### src/rtl/spi_target_pkg.sv
package spi_target_pkg;

  // Strobes from control to datapath, valid for one system clock.
  typedef struct packed {
    logic writeHold;   // host word into holding register
    logic loadTx;      // frame start: holding -> tx shifter, clear rx shifter
    logic shiftTx;     // advance tx shifter one bit
    logic sampleRx;    // take one bit from mosi
    logic commitRx;    // last bit: publish received word
  } ctlStrobes_t;

  typedef enum logic [1:0] {
    ST_IDLE  = 2'd0,
    ST_SHIFT = 2'd1,
    ST_DONE  = 2'd2
  } frameState_e;

endpackage

### src/rtl/spi_target_sync.sv
module spi_target_sync #(
  parameter int STAGES = 2
) (
  input  logic clk,
  input  logic rstN,
  input  logic sclk,
  input  logic ssN,
  input  logic mosi,
  output logic sclkRise,
  output logic sclkFall,
  output logic ssFall,
  output logic ssRise,
  output logic mosiS
);

  logic [STAGES-1:0] sclkPipe;
  logic [STAGES-1:0] ssPipe;
  logic [STAGES-1:0] mosiPipe;
  logic sclkLast;
  logic ssLast;

  always_ff @(posedge clk or negedge rstN) begin
    if (!rstN) begin
      sclkPipe <= '0;
      ssPipe   <= '1;
      mosiPipe <= '0;
      sclkLast <= 1'b0;
      ssLast   <= 1'b1;
    end else begin
      sclkPipe <= {sclkPipe[STAGES-2:0], sclk};
      ssPipe   <= {ssPipe[STAGES-2:0], ssN};
      mosiPipe <= {mosiPipe[STAGES-2:0], mosi};
      sclkLast <= sclkPipe[STAGES-1];
      ssLast   <= ssPipe[STAGES-1];
    end
  end

  assign sclkRise = sclkPipe[STAGES-1] & ~sclkLast;
  assign sclkFall = ~sclkPipe[STAGES-1] & sclkLast;
  assign ssFall   = ~ssPipe[STAGES-1] & ssLast;
  assign ssRise   = ssPipe[STAGES-1] & ~ssLast;
  assign mosiS    = mosiPipe[STAGES-1];

endmodule

### src/rtl/spi_target_ctrl.sv
module spi_target_ctrl
  import spi_target_pkg::*;
#(
  parameter int DATA_W  = 16,
  parameter int SHORT_W = 8
) (
  input  logic        clk,
  input  logic        rstN,
  input  logic        sclkRise,
  input  logic        sclkFall,
  input  logic        ssFall,
  input  logic        ssRise,
  input  logic        cpol,
  input  logic        cpha,
  input  logic        wide16,
  input  logic        hostCsN,
  input  logic        hostWr,
  input  logic        hostRd,
  output ctlStrobes_t str,
  output logic        selActive,
  output logic        txReady,
  output logic        rxReady,
  output logic        rxError,
  output logic        txError,
  output logic        txAck,
  output logic        txNack
);

  localparam int CNT_W = $clog2(DATA_W);
  localparam logic [CNT_W-1:0] LAST_LONG  = CNT_W'(DATA_W - 1);
  localparam logic [CNT_W-1:0] LAST_SHORT = CNT_W'(SHORT_W - 1);

  frameState_e state;
  logic [CNT_W-1:0] bitCnt;
  logic firstLead;
  logic fromHost;
  logic txFull;

  logic leadEv, trailEv, sampleEv, shiftEv, lastBit, wrHit, rdHit;

  always_comb begin
    leadEv   = cpol ? sclkFall : sclkRise;
    trailEv  = cpol ? sclkRise : sclkFall;
    sampleEv = cpha ? trailEv : leadEv;
    shiftEv  = cpha ? leadEv : trailEv;
    lastBit  = (bitCnt == (wide16 ? LAST_LONG : LAST_SHORT));
    wrHit    = ~hostCsN & hostWr;
    rdHit    = ~hostCsN & hostRd;

    str           = '0;
    str.writeHold = wrHit;
    str.loadTx    = (state == ST_IDLE) && ssFall;
    if (state == ST_SHIFT && !ssRise) begin
      str.sampleRx = sampleEv;
      str.shiftTx  = shiftEv && !(cpha && firstLead);
      str.commitRx = sampleEv && lastBit;
    end
  end

  always_ff @(posedge clk or negedge rstN) begin
    if (!rstN) begin
      state     <= ST_IDLE;
      bitCnt    <= '0;
      firstLead <= 1'b1;
      fromHost  <= 1'b0;
      txFull    <= 1'b0;
      rxReady   <= 1'b0;
      rxError   <= 1'b0;
      txError   <= 1'b0;
      txAck     <= 1'b0;
      txNack    <= 1'b0;
    end else begin
      rxError <= 1'b0;
      txError <= 1'b0;
      txAck   <= 1'b0;
      txNack  <= 1'b0;

      if (wrHit)           txFull <= 1'b1;
      else if (str.loadTx) txFull <= 1'b0;

      if (str.commitRx)    rxReady <= 1'b1;
      else if (rdHit)      rxReady <= 1'b0;

      unique case (state)
        ST_IDLE: begin
          if (ssFall) begin
            state     <= ST_SHIFT;
            bitCnt    <= '0;
            firstLead <= 1'b1;
            fromHost  <= txFull;
            txError   <= ~txFull;
          end
        end
        ST_SHIFT: begin
          if (ssRise) begin
            state  <= ST_IDLE;
            txNack <= 1'b1;
          end else begin
            if (leadEv) firstLead <= 1'b0;
            if (sampleEv) begin
              if (lastBit) begin
                state   <= ST_DONE;
                txAck   <= fromHost;
                rxError <= rxReady & ~rdHit;
              end else begin
                bitCnt <= bitCnt + 1'b1;
              end
            end
          end
        end
        ST_DONE: begin
          if (ssRise) state <= ST_IDLE;
        end
        default: state <= ST_IDLE;
      endcase
    end
  end

  assign selActive = (state != ST_IDLE);
  assign txReady   = ~txFull;

endmodule

### src/rtl/spi_target_datapath.sv
module spi_target_datapath
  import spi_target_pkg::*;
#(
  parameter int DATA_W  = 16,
  parameter int SHORT_W = 8
) (
  input  logic              clk,
  input  logic              rstN,
  input  ctlStrobes_t       str,
  input  logic              selActive,
  input  logic              lsbFirst,
  input  logic              wide16,
  input  logic              mosiS,
  input  logic [DATA_W-1:0] hostWrData,
  output logic [DATA_W-1:0] hostRdData,
  output logic              miso
);

  logic [DATA_W-1:0] holdReg;
  logic [DATA_W-1:0] txShift;
  logic [DATA_W-1:0] rxShift;
  logic [DATA_W-1:0] rxNext;
  logic [DATA_W-1:0] rxHold;
  logic              outBit;

  // Next receive shifter value for each bit order and width
  always_comb begin
    if (!lsbFirst) begin
      rxNext = {rxShift[DATA_W-2:0], mosiS};
    end else begin
      rxNext = rxShift >> 1;
      if (wide16) rxNext[DATA_W-1]  = mosiS;
      else        rxNext[SHORT_W-1] = mosiS;
    end
  end

  always_comb begin
    if (lsbFirst)    outBit = txShift[0];
    else if (wide16) outBit = txShift[DATA_W-1];
    else             outBit = txShift[SHORT_W-1];
  end

  always_ff @(posedge clk or negedge rstN) begin
    if (!rstN) begin
      holdReg <= '0;
      txShift <= '0;
      rxShift <= '0;
      rxHold  <= '0;
    end else begin
      if (str.writeHold) holdReg <= hostWrData;

      if (str.loadTx) begin
        txShift <= holdReg;
        rxShift <= '0;
      end else begin
        if (str.shiftTx) txShift <= lsbFirst ? (txShift >> 1) : (txShift << 1);
        if (str.sampleRx) rxShift <= rxNext;
      end

      if (str.commitRx) begin
        rxHold <= wide16 ? rxNext
                         : {{(DATA_W-SHORT_W){1'b0}}, rxNext[SHORT_W-1:0]};
      end
    end
  end

  assign miso       = selActive & outBit;
  assign hostRdData = rxHold;

endmodule

### src/rtl/spi_target_port.sv
module spi_target_port
  import spi_target_pkg::*;
#(
  parameter int DATA_W      = 16,
  parameter int SHORT_W     = 8,
  parameter int SYNC_STAGES = 2
) (
  input  logic              clk,
  input  logic              rstN,
  input  logic              sclk,
  input  logic              ssN,
  input  logic              mosi,
  output logic              miso,
  input  logic              cpol,
  input  logic              cpha,
  input  logic              lsbFirst,
  input  logic              wide16,
  input  logic              hostCsN,
  input  logic              hostWr,
  input  logic              hostRd,
  input  logic [DATA_W-1:0] hostWrData,
  output logic [DATA_W-1:0] hostRdData,
  output logic              txReady,
  output logic              rxReady,
  output logic              rxError,
  output logic              txError,
  output logic              txAck,
  output logic              txNack
);

  logic sclkRise, sclkFall, ssFall, ssRise, mosiS, selActive;
  ctlStrobes_t str;

  spi_target_sync #(.STAGES(SYNC_STAGES)) u_sync (
    .clk(clk), .rstN(rstN), .sclk(sclk), .ssN(ssN), .mosi(mosi),
    .sclkRise(sclkRise), .sclkFall(sclkFall),
    .ssFall(ssFall), .ssRise(ssRise), .mosiS(mosiS)
  );

  spi_target_ctrl #(.DATA_W(DATA_W), .SHORT_W(SHORT_W)) u_ctrl (
    .clk(clk), .rstN(rstN),
    .sclkRise(sclkRise), .sclkFall(sclkFall),
    .ssFall(ssFall), .ssRise(ssRise),
    .cpol(cpol), .cpha(cpha), .wide16(wide16),
    .hostCsN(hostCsN), .hostWr(hostWr), .hostRd(hostRd),
    .str(str), .selActive(selActive),
    .txReady(txReady), .rxReady(rxReady),
    .rxError(rxError), .txError(txError),
    .txAck(txAck), .txNack(txNack)
  );

  spi_target_datapath #(.DATA_W(DATA_W), .SHORT_W(SHORT_W)) u_dp (
    .clk(clk), .rstN(rstN), .str(str), .selActive(selActive),
    .lsbFirst(lsbFirst), .wide16(wide16), .mosiS(mosiS),
    .hostWrData(hostWrData), .hostRdData(hostRdData), .miso(miso)
  );

endmodule

### config.mk
export PLATFORM = sky130hd
export DESIGN_NAME = spi_target_port
export DESIGN_NICKNAME = d
export VERILOG_FILES = /design/src/rtl/spi_target_pkg.sv /design/src/rtl/spi_target_sync.sv /design/src/rtl/spi_target_ctrl.sv /design/src/rtl/spi_target_datapath.sv /design/src/rtl/spi_target_port.sv
export SDC_FILE = /design/constraint.sdc
export NUM_CORES = 1
export LEC_CHECK = 0
export ABC_AREA = 1
export ABC_CLOCK_PERIOD_IN_PS = 3100
export CAP_MARGIN = 10
export CORE_MARGIN = 4
export CORE_UTILIZATION = 45
export CTS_CLUSTER_DIAMETER = 30
export DETAILED_ROUTE_END_ITERATION = 12
export DONT_BUFFER_PORTS = 1
export GPL_TIMING_DRIVEN = 1
export MAX_ROUTING_LAYER = met4
export PLACE_DENSITY = 0.59
export SLEW_MARGIN = 25
export SYNTH_ARGS = -nofsm -noshare
export SYNTH_HDL_FRONTEND = slang
export SYNTH_SLANG_ARGS = --single-unit
### constraint.sdc
create_clock -name clk -period 3.1 [get_ports clk]
set_input_delay 0.465 -clock clk [delete_from_list [all_inputs] [get_ports clk]]
set_output_delay 0.465 -clock clk [all_outputs]
set_load 0.02 [all_outputs]
==> results of run 1 <==
==> cell usage in the layout (no fill, tap or decap), types with 5 or more instances in the layout <==
cell,instances
sky130_fd_sc_hd__a21oi_1,10
sky130_fd_sc_hd__clkbuf_8,12
sky130_fd_sc_hd__dfrtp_1,82
sky130_fd_sc_hd__inv_1,24
sky130_fd_sc_hd__mux2_2,9
sky130_fd_sc_hd__mux2i_1,7
sky130_fd_sc_hd__nand2_1,201
sky130_fd_sc_hd__nand2_2,5
sky130_fd_sc_hd__nand3_1,49
sky130_fd_sc_hd__nand3b_1,7
sky130_fd_sc_hd__nand4_1,5
sky130_fd_sc_hd__nor2_1,27
sky130_fd_sc_hd__o21ai_0,14
==> per-layer routing <==
| layer | up-vias | global-route usage [%] | wire length (um) |
|---|---|---|---|
| li1 | 1542 | - | - |
| met1 | 1429 | 22.28 | 4043 |
| met2 | 59 | 25.70 | 3842 |
| met3 | 5 | 4.104 | 350 |
| met4 | 0 | 4.748 | 61 |
| met5 | - | - | 0 |
==> flip-flops by register name, summed over array words and instances, names as in the netlist, 2 cells and up <==
| register | count |
|---|---|
| u_sync.sclkPipe | 2 |
| u_sync.mosiPipe | 2 |
| u_dp.txShift | 16 |
| u_dp.rxShift | 16 |
| u_dp.hostRdData | 16 |
| u_dp.holdReg | 16 |
| u_sync.ssPipe | 2 |
| u_ctrl.bitCnt | 4 |
| u_ctrl.state | 2 |
==> final cells by class <==
class                      instances  area [um^2]  area share [%]
clock inverter                     3        42.54          0.9847
sequential                        86         2157           49.93
clock buffer                      12        165.2           3.823
inverter                          27        101.3           2.346
multi-input combinational        352         1684           38.98
timing repair buffer               2        35.03          0.8109
tap                              108        135.1           3.128
==> cell families (layout without fill, tap and decap cells) <==
| kind of cell | after synthesis | count (layout) |
|---|---|---|
| muxes | 16 | 16 |
| AOI/OAI and AO/OA | 33 | 33 |
| buffers and inverters | 52 | 44 |
| DFF | 86 | 86 |
| adders and majority gates | 1 | 1 |
| and+or+nand+nor | 302 | 302 |
==> worst min-delay path by stage <==
stage | end | start | slack (ps) | depth (start not counted)
finish | u_dp.hostRdData[8]$_DFFE_PN0P_ | rstN | 20 | 1
floorplan | u_ctrl.bitCnt[0]$_DFFE_PN0P_ | rstN | 170 | 0
global route | u_dp.hostRdData[8]$_DFFE_PN0P_ | rstN | 20 | 1
detailed placement | u_ctrl.rxReady$_DFFE_PN0P_ | rstN | 170 | 0
CTS | u_dp.rxShift[1]$_DFFE_PN0P_ | rstN | 30 | 1
global placement | u_ctrl.rxReady$_DFFE_PN0P_ | rstN | 170 | 0
==> report_power, final <==
part	total (mW)	internal [mW]	leakage [nW]	switching [mW]
registers	1.39	1.28	1.11	0.111
clock network	0.819	0.433	0.104	0.386
logic	0.497	0.184	1.13	0.314
total	2.71	1.90	2.34	0.811
==> critical path, delay by kind of cell (launching register included) <==
kind	cells	cell delay [ps]
buffers and inverters	1	40
and+or+nand+nor	6	1360
DFF	1	520
==> metrics by stage <==
stage | instance area [um^2] | util (%)
5_1_grt | 4320 | 49.06
3_5_place_dp | 4085 | 46.39
3_3_place_gp | 4085 | 46.39
4_1_cts | 4320 | 49.06
6_report | 4320 | 49.06
2_1_floorplan | 4109 | -
==> qor.yml, run 1 <==
status:
  outcome: "completed"
pwr:
  power.ir.vdd_worst_mv: 0.2957
  fin_total_pwr_mw: 2.709
  pwr_density_cell_nw_per_um2: 627.1
  leakagePower_nw: 2.341
synthesis:
  synthTopCellsByCount: "sky130_fd_sc_hd__nand2_1, sky130_fd_sc_hd__dfrtp_1, sky130_fd_sc_hd__nand3_1, sky130_fd_sc_hd__nor2_1, sky130_fd_sc_hd__inv_1"
  synth.yosys.seq_area_share_pct: 52.50
  synthMuxAreaShare_pct: 4.172
  synth_adder_area_share_pct: 0.3045
  synth_cells: 490
  synth-main-ff-cell: "sky130_fd_sc_hd__dfrtp_1"
  synth_compound_area_share_pct: 4.446
  yosys-top-cells-area: "sky130_fd_sc_hd__dfrtp_1, sky130_fd_sc_hd__nand2_1, sky130_fd_sc_hd__nand3_1"
  mappedNetlistArea_um2: 4109
  synth.most_common_cell: "sky130_fd_sc_hd__nand2_1"
  post_synth_num_cell_types: 29
  yosys.area.top_type_share_pct: 49.94
  synth_simple_gate_area_share_pct: 32.06
  main_combinational_cell_family_by_area_after_synthesis: "simple AND/OR/NAND/NOR gates"
  synth_top_area_cell: "sky130_fd_sc_hd__dfrtp_1"
  synth_area_per_cell_um2: 8.386
  synth_warnings: 0
  ys_async_sr_fraction_pct: 100.0
  synthesis.nets: 519
  number_of_enable_flip_flop_cells_after_synthesis: 0
  xor_xnor_cell_area_share_of_the_yosys_netlist_pct: 0
  ys_seq_elements: 86
timing:
  max-slew-margin-rel_pct: 47.53
  max_freq_mhz: 489.3
  drv_slew: 0
  max_slew.worst_pin.slew_ps: 785.1
  final.setup_skew_ps: 5.078
  final_critical_path_setup_slack_ps: 1056
  fin_tns_setup_ps: 0
  rsz0062_at_grt: "false"
  fin_worst_hold_slack_ps: 21.68
  period_share_pct: 65.93
  setup_viol: 0
  timing.final.hold_violations: 0
  finalCriticalPeriod_ps: 2044
global_route:
  first_pass_grt_wire_length_mm: 14.61
  global_route.overflow_total: 0
  grt_use_total_pct: 16.73
  initial_antenna_violation_count: 0
  grt_start_max_net_pins: 87
  first_global_vias: 3055
setup_path:
  critPathMaxStageDelay_ps: 520
  crit_fanout: 23
  cp-startpoint: "u_sync.ssLast$_DFF_PN1_"
  path_depth_of_the_worst_reg2reg_path: 7
  endpoint_kind_of_the_worst_setup_timing_path: "flip-flop"
  rrSetupSlack_ps: 1060
  cp_slowest_cell: "sky130_fd_sc_hd__dfstp_2"
  path_common_cell: "sky130_fd_sc_hd__nand2_2"
  crit_path_end: "u_dp.txShift[4]$_DFFE_PN0P_"
  critical_path.reg2reg.startpoint: "u_sync.ssLast$_DFF_PN1_"
  critical_path.reg2reg.endpoint: "u_dp.txShift[4]$_DFFE_PN0P_"
  cp-start-kind: "flip-flop"
  path_class: "flip-flop to flip-flop"
  critical_path_arrival_ps: 2290
  path_cells: "inv_1 -> nor2_1 -> nand2_2 -> nand2_2 -> nand2_2 -> nand2_1 -> nand2_1"
  required_time_of_the_worst_setup_path_ps: 3340
placement:
  post-place-cells: 574
  place_hpwl_mm: 5.399
  worst_setup_slack_before_clock_tree_synthesis_ps: 1070
  place.port_buffers: 0
  gp_routability_congestion: 0.7885
clocking:
  cts-resized-gates: 0
  cts_max_level: 3
  post_cts_buffers: 0
  cts.root.buffer_cell: "sky130_fd_sc_hd__clkbuf_8"
  numClockSinks: 86
  cts_buffer_depth: 2
  num_cts_buffers: 9
  worst_skew_pair.late_latency_ps: 350
  clkSlewWorstSetupHoldPaths_ps: 80
  tritoncts: "done"
  ctsHoldBuffers: 1
routing:
  drt_pass_1_iters: 4
  vias_per_cell: 5.144
  avgRoutedWirePerCell_um: 14.06
  routed-via-count: 3035
  detailedRoute.firstIterationViolations: 130
  drt_wl_total_mm: 8.297
  route.antenna.remaining_nets: 0
  detail_route.drc_violations: 0
finish:
  layout.nets: 507
  layout-area-overhead-vs-synth_pct: 5.146
  final_layout_size_suffix_gt1_share_pct: 9.129
  diodes: 0
  fillers: 878
  stdcell_count: 590
flow_run:
  cap_violations: 0
floorplanning:
  fp.dieArea_um2: 10720
  effective_utilization_at_floorplan_pct: 46.66
  die-height_um: 103.6
  chipWidth_um: 103.6
  fp.coreArea_um2: 8806
  fp-row-count: 34
  boundaryPins: 51
hold_path:
  hp_class: "input port to async pin"
No activity file was read; power rests on OpenSTA's default activity.
==> inputs of run 2 (changes only) <==
--- a/config.mk
+++ b/config.mk
@@ -6,7 +6,7 @@
 export NUM_CORES = 1
 export LEC_CHECK = 0
 export ABC_AREA = 1
-export ABC_CLOCK_PERIOD_IN_PS = 3100
+export ABC_CLOCK_PERIOD_IN_PS = 2000
 export CAP_MARGIN = 10
 export CORE_MARGIN = 4
 export CORE_UTILIZATION = 45
==> constraint.sdc (replaced) <==
create_clock -name clk -period 2 [get_ports clk]
set_input_delay 0.3 -clock clk [delete_from_list [all_inputs] [get_ports clk]]
set_output_delay 0.3 -clock clk [all_outputs]
set_load 0.02 [all_outputs]
==> qor.yml, run 2 (same netlist as run 1, synthesis figures left out) <==
flow_run:
  cap_violations: 0  # unchanged
setup_path:
  required_time_of_the_worst_setup_path_ps: 1700  # -1640 ps
  path_class: "flip-flop to output pin"
  cp-start-kind: "flip-flop"
  endpoint_kind_of_the_worst_setup_timing_path: "output pin"
  critical_path_arrival_ps: 1370  # -920 ps
  rrSetupSlack_ps: 410  # -650 ps
  crit_fanout: 3  # -87%
pwr:
  leakagePower_nw: 2.375  # +1.5%
  pwr_density_cell_nw_per_um2: 957.0  # +53%
  power.ir.vdd_worst_mv: 0.5273  # +78%
finish:
  diodes: 0  # unchanged
  layout.cells.most_common: "sky130_fd_sc_hd__nand2_1"
  final_layout_size_suffix_gt1_share_pct: 10.55  # +1.4 points
  layout.nets: 517  # +2.0%
  layout-area-overhead-vs-synth_pct: 6.882
  most-common-layout-cells: "sky130_fd_sc_hd__nand2_1, sky130_fd_sc_hd__dfrtp_1, sky130_fd_sc_hd__nand3_1"
timing:
  max_slew.worst_pin.slew_ps: 567.2  # -217.9 ps
  final.setup_skew_ps: 12.14  # +7.064 ps
  period_share_pct: 83.70
  max-slew-margin-rel_pct: 62.09  # +15 points
  max_freq_mhz: 597.4
  fin_tns_setup_ps: 0  # unchanged
  drv_slew: 0  # unchanged
  setup_viol: 0  # unchanged
  timing.final.hold_violations: 86  # +86
  rsz0062_at_grt: "false"
  finalCriticalPeriod_ps: 1674
  fin_worst_hold_slack_ps: -384.5  # -406.2 ps
global_route:
  grt_start_max_net_pins: 87  # unchanged
  first_global_vias: 3095  # +1.3%
  first_pass_grt_wire_length_mm: 15.30  # +4.7%
  initial_antenna_violation_count: 0  # unchanged
  grt_use_total_pct: 17.64  # +0.91 points
  global_route.overflow_total: 0  # unchanged
clocking:
  cts-resized-gates: 0  # unchanged
  num_cts_buffers: 9  # unchanged
  tritoncts: "done"
  cts_max_level: 3  # unchanged
  worst_skew_pair.late_latency_ps: 360  # about the same
  numClockSinks: 86  # unchanged
  cts.root.buffer_cell: "sky130_fd_sc_hd__clkbuf_8"
  cts_buffer_depth: 2  # unchanged
  clkSlewWorstSetupHoldPaths_ps: 100  # +20 ps
  ctsHoldBuffers: 3  # +2
  post_cts_buffers: 0  # unchanged
floorplanning:
  die-height_um: 103.6  # unchanged
  boundaryPins: 51  # unchanged
  fp.coreArea_um2: 8806  # unchanged
  fp-row-count: 34  # unchanged
  effective_utilization_at_floorplan_pct: 46.66  # unchanged
  chipWidth_um: 103.6  # unchanged
  fp.dieArea_um2: 10720  # unchanged
routing:
  detailedRoute.firstIterationViolations: 208  # +60%
  drt_wl_total_mm: 8.566  # +3.2%
  vias_per_cell: 5.243  # +1.9%
  route.antenna.remaining_nets: 0  # unchanged
  routed-via-count: 3151  # +3.8%
  detail_route.drc_violations: 0  # unchanged
  drt_pass_1_iters: 6  # +2
  avgRoutedWirePerCell_um: 14.25  # +1.4%
status:
  outcome: "finished, violations left"
  failing_checks: "negative hold slack"
placement:
  place_hpwl_mm: 5.713  # +5.8%
  place.port_buffers: 0  # unchanged
  gp_routability_congestion: 0.7878  # about the same
hold_path:
  hp_class: "input port to async pin"
-- run 2: cell types whose count changed in the layout (fill, tap and decap cells not counted), sizes merged --
cell         delta
buf             +7
clkbuf          -3
clkinvlp        +1
dlygate4sd3     +3
inv             +3
-- run 2: per-stage QoR --
step,util [%],worst slack (ps),std cells,instance area [um^2],power [mW]
6_report,49.87,326.1,601,4392,4.203
2_1_floorplan,-,594.9,490,4109,2.800
3_3_place_gp,47.22,440.4,582,4158,2.941
3_5_place_dp,47.22,419.1,582,4158,2.956
4_1_cts,49.87,282.4,601,4392,4.252
5_1_grt,49.87,156.7,601,4392,4.493
-- run 2: critical path, stage by stage (launching register included) --
cell and delay (ps):
sky130_fd_sc_hd__dfrtp_1 390, sky130_fd_sc_hd__inv_1 100, sky130_fd_sc_hd__o21ai_0 70, sky130_fd_sc_hd__o21ai_0 280, sky130_fd_sc_hd__inv_1 190
-- run 2: area by class of cell --
| type | count | area [um^2] |
|---|---|---|
| fillers | 868 | 4414 |
| flip-flops and latches | 86 | 2157 |
| multi-input cells | 352 | 1684 |
| well taps | 108 | 135.1 |
| clock buffers | 9 | 123.9 |
| repair buffers | 12 | 110.1 |
| inverters | 27 | 101.3 |
| clock inverters | 7 | 80.08 |
-- run 2: layer usage --
metal / routed length (um) / vias up / track usage [%] / share of wire (%)
li1: - / 1558 / - / -
met1: 4190 / 1488 / 24.65 / 49
met2: 3838 / 90 / 25.84 / 45
met3: 393 / 15 / 3.172 / 4.6
met4: 144 / 0 / 6.553 / 1.7
met5: 0 / - / - / 0
-- run 2: report_power, final --
part,leakage [nW],internal (mW),switching (mW)
clock,0.0968,0.593,0.687
combinational,1.17,0.305,0.461
sequential,1.11,1.99,0.169
-- run 2: path summary, 6_finish.rpt --
check,end,cells after the start,from
worst max register to register,u_dp.txShift[15]$_DFFE_PN0P_,9,u_sync.ssLast$_DFF_PN1_
worst min-delay path,u_sync.sclkLast$_DFF_PN0_,0,rstN
min in group clk,u_dp.holdReg[4]$_DFFE_PN0P_,1,hostWrData[4]
max in group asynchronous,u_sync.ssPipe[0]$_DFF_PN1_,0,rstN
worst max-delay path,miso,4,u_dp.txShift[7]$_DFFE_PN0P_
worst min register to register,u_sync.ssPipe[1]$_DFF_PN1_,0,u_sync.ssPipe[0]$_DFF_PN1_
==> inputs of run 3 (changes only) <==
--- a/config.mk
+++ b/config.mk
@@ -6,7 +6,7 @@
 export NUM_CORES = 1
 export LEC_CHECK = 0
 export ABC_AREA = 1
-export ABC_CLOCK_PERIOD_IN_PS = 2000
+export ABC_CLOCK_PERIOD_IN_PS = 1500
 export CAP_MARGIN = 10
 export CORE_MARGIN = 4
 export CORE_UTILIZATION = 45
@@ -15,7 +15,7 @@
 export DONT_BUFFER_PORTS = 1
 export GPL_TIMING_DRIVEN = 1
 export MAX_ROUTING_LAYER = met4
-export PLACE_DENSITY = 0.59
+export PLACE_DENSITY = 0.61
 export SLEW_MARGIN = 25
 export SYNTH_ARGS = -nofsm -noshare
 export SYNTH_HDL_FRONTEND = slang
==> constraint.sdc (replaced) <==
create_clock -name clk -period 1.5 [get_ports clk]
set_input_delay 0.225 -clock clk [delete_from_list [all_inputs] [get_ports clk]]
set_output_delay 0.225 -clock clk [all_outputs]
set_load 0.02 [all_outputs]
==> qor.yml, run 3 (same netlist as run 1, synthesis figures left out) <==
status:
  outcome: "finished, violations left"
  failing_checks: "negative hold slack"
timing:
  max-slew-margin-rel_pct: 82.65  # +21 points
  timing.final.hold_violations: 86  # unchanged
  max_freq_mhz: 674.9
  setup_viol: 0  # unchanged
  max_slew.worst_pin.slew_ps: 259.5  # -307.7 ps
  period_share_pct: 98.78
  drv_slew: 0  # unchanged
  fin_tns_setup_ps: 0  # unchanged
  fin_worst_hold_slack_ps: -451.3  # -66.79 ps
  rsz0062_at_grt: "true"
  final.setup_skew_ps: 9.350  # -2.792 ps
  finalCriticalPeriod_ps: 1482
pwr:
  leakagePower_nw: 2.504  # +5.5%
  pwr_density_cell_nw_per_um2: 1244  # +30%
  power.ir.vdd_worst_mv: 0.6189  # +17%
setup_path:
  crit_fanout: 8  # +5
  endpoint_kind_of_the_worst_setup_timing_path: "flip-flop"
  cp_slowest_cell: "sky130_fd_sc_hd__dfrtp_1"
  path_cells: "buf_4 -> inv_2 -> nor2_4 -> nand2_2 -> nor2_8 -> buf_12 -> nor2_4 -> nand2_1 -> nand2_1"
  path_class: "flip-flop to flip-flop"
  critical_path_arrival_ps: 1780  # +410 ps
  critPathMaxStageDelay_ps: 440  # +50 ps
  cp-start-kind: "flip-flop"
  required_time_of_the_worst_setup_path_ps: 1800  # +100 ps
placement:
  place_hpwl_mm: 5.533  # -3.1%
  place.port_buffers: 0  # unchanged
  gp_routability_congestion: 0.8538  # +8.4%
  placedInstanceArea_um2: 4235  # +1.9%
hold_path:
  hp_class: "input port to async pin"
routing:
  drt_pass_1_iters: 4  # -2
  detail_route.drc_violations: 0  # unchanged
  detailedRoute.firstIterationViolations: 137  # -34%
  avgRoutedWirePerCell_um: 13.87  # -2.7%
  route.antenna.remaining_nets: 0  # unchanged
  routed-via-count: 3210  # +1.9%
  vias_per_cell: 5.161  # -1.6%
  drt_wl_total_mm: 8.626  # +0.70%
floorplanning:
  effective_utilization_at_floorplan_pct: 46.66  # unchanged
  fp-row-count: 34  # unchanged
  boundaryPins: 51  # unchanged
  chipWidth_um: 103.6  # unchanged
  die-height_um: 103.6  # unchanged
  fp.dieArea_um2: 10720  # unchanged
  fp.coreArea_um2: 8806  # unchanged
global_route:
  initial_antenna_violation_count: 0  # unchanged
  grt_use_total_pct: 16.68  # -0.96 points
  first_global_vias: 3091  # -0.13%
  global_route.overflow_total: 0  # unchanged
  grt_start_max_net_pins: 87  # unchanged
  first_pass_grt_wire_length_mm: 14.37  # -6.0%
finish:
  layout-area-overhead-vs-synth_pct: 15.07
  most-common-layout-cells: "sky130_fd_sc_hd__nand2_1, sky130_fd_sc_hd__dfrtp_1, sky130_fd_sc_hd__nand3_1"
  fillers: 808  # -6.9%
  finish.instance_area_um2: 4728  # +7.7%
  final_core_util_pct: 53.69  # +3.8 points
  final_layout_size_suffix_gt1_share_pct: 14.20  # +3.7 points
  diodes: 0  # unchanged
  layout.cells.most_common: "sky130_fd_sc_hd__nand2_1"
  layout.nets: 538  # +4.1%
clocking:
  ctsHoldBuffers: 11  # +8
  worst_skew_pair.late_latency_ps: 360  # about the same
  numClockSinks: 86  # unchanged
  tritoncts: "done"
  cts.root.buffer_cell: "sky130_fd_sc_hd__clkbuf_8"
  num_cts_buffers: 9  # unchanged
  clkSlewWorstSetupHoldPaths_ps: 90  # about the same
  cts_buffer_depth: 2  # unchanged
  cts_max_level: 3  # unchanged
flow_run:
  cap_violations: 0  # unchanged
run 3: layout make-up:
| cell class | instances | area (um^2) | share of cell area (%) |
|---|---|---|---|
| Clock buffer | 9 | 123.9 | 2.620 |
| Multi-Input combinational cell | 353 | 1760 | 37.23 |
| Sequential cell | 86 | 2157 | 45.62 |
| Timing Repair Buffer | 32 | 346.6 | 7.330 |
| Tap cell | 108 | 135.1 | 2.858 |
| Clock inverter | 7 | 98.84 | 2.091 |
| Inverter | 27 | 106.4 | 2.249 |
run 3: path summary, 6_finish.rpt:
| check | start | endpoint | slack [ps] | cells past startpoint |
|---|---|---|---|---|
| max | u_ctrl.state[0]$_DFFE_PN0P_ | u_dp.rxShift[7]$_DFFE_PN0P_ | 20 | 9 |
| min | rstN | u_ctrl.rxReady$_DFFE_PN0P_ | -450 | 0 |
| max reg2reg | u_ctrl.state[0]$_DFFE_PN0P_ | u_dp.rxShift[7]$_DFFE_PN0P_ | 20 | 9 |
| min reg2reg | u_sync.mosiPipe[0]$_DFF_PN0_ | u_sync.mosiPipe[1]$_DFF_PN0_ | 350 | 0 |
| max in group asynchronous | rstN | u_sync.ssLast$_DFF_PN1_ | 1700 | 0 |
| min in group clk | hostWrData[0] | u_dp.holdReg[0]$_DFFE_PN0P_ | 20 | 1 |
run 3: repair_timing:
action	4_1_cts	5_1_grt
endpoints found under the hold margin	97	86
gates cloned	0	2
pin swaps	0	7
endpoints found under the setup margin	1	53
resized for setup	6	19
setup buffers	2	3
run 3: per-layer routing:
metal  track usage, %  wire, um
met5                -         0
met4            7.028       122
met2            25.65      3981
met3            3.296       388
met1            21.72      4134
run 3: critical path: cells and delay by family, from the launching register on:
family	cells	cell delay, ps
buffers and inverters	3	370
flip-flops	1	440
AND/OR/NAND/NOR	6	620
run 3: power breakdown:
group / switching (mW) / internal [mW] / total [mW]
Clock: 0.863 / 0.939 / 1.80
Sequential: 0.228 / 2.65 / 2.88
Combinational: 0.675 / 0.526 / 1.20
Total: 1.77 / 4.12 / 5.88
run 3: per-stage QoR:
stage	power, mW	instances	setup slack [ps]
global placement	3.941	589	53.61
CTS	5.838	618	1.378
global route	6.260	622	-61.99
floorplan	3.733	490	94.92
detailed placement	3.976	589	26.76
finish	5.881	622	18.29
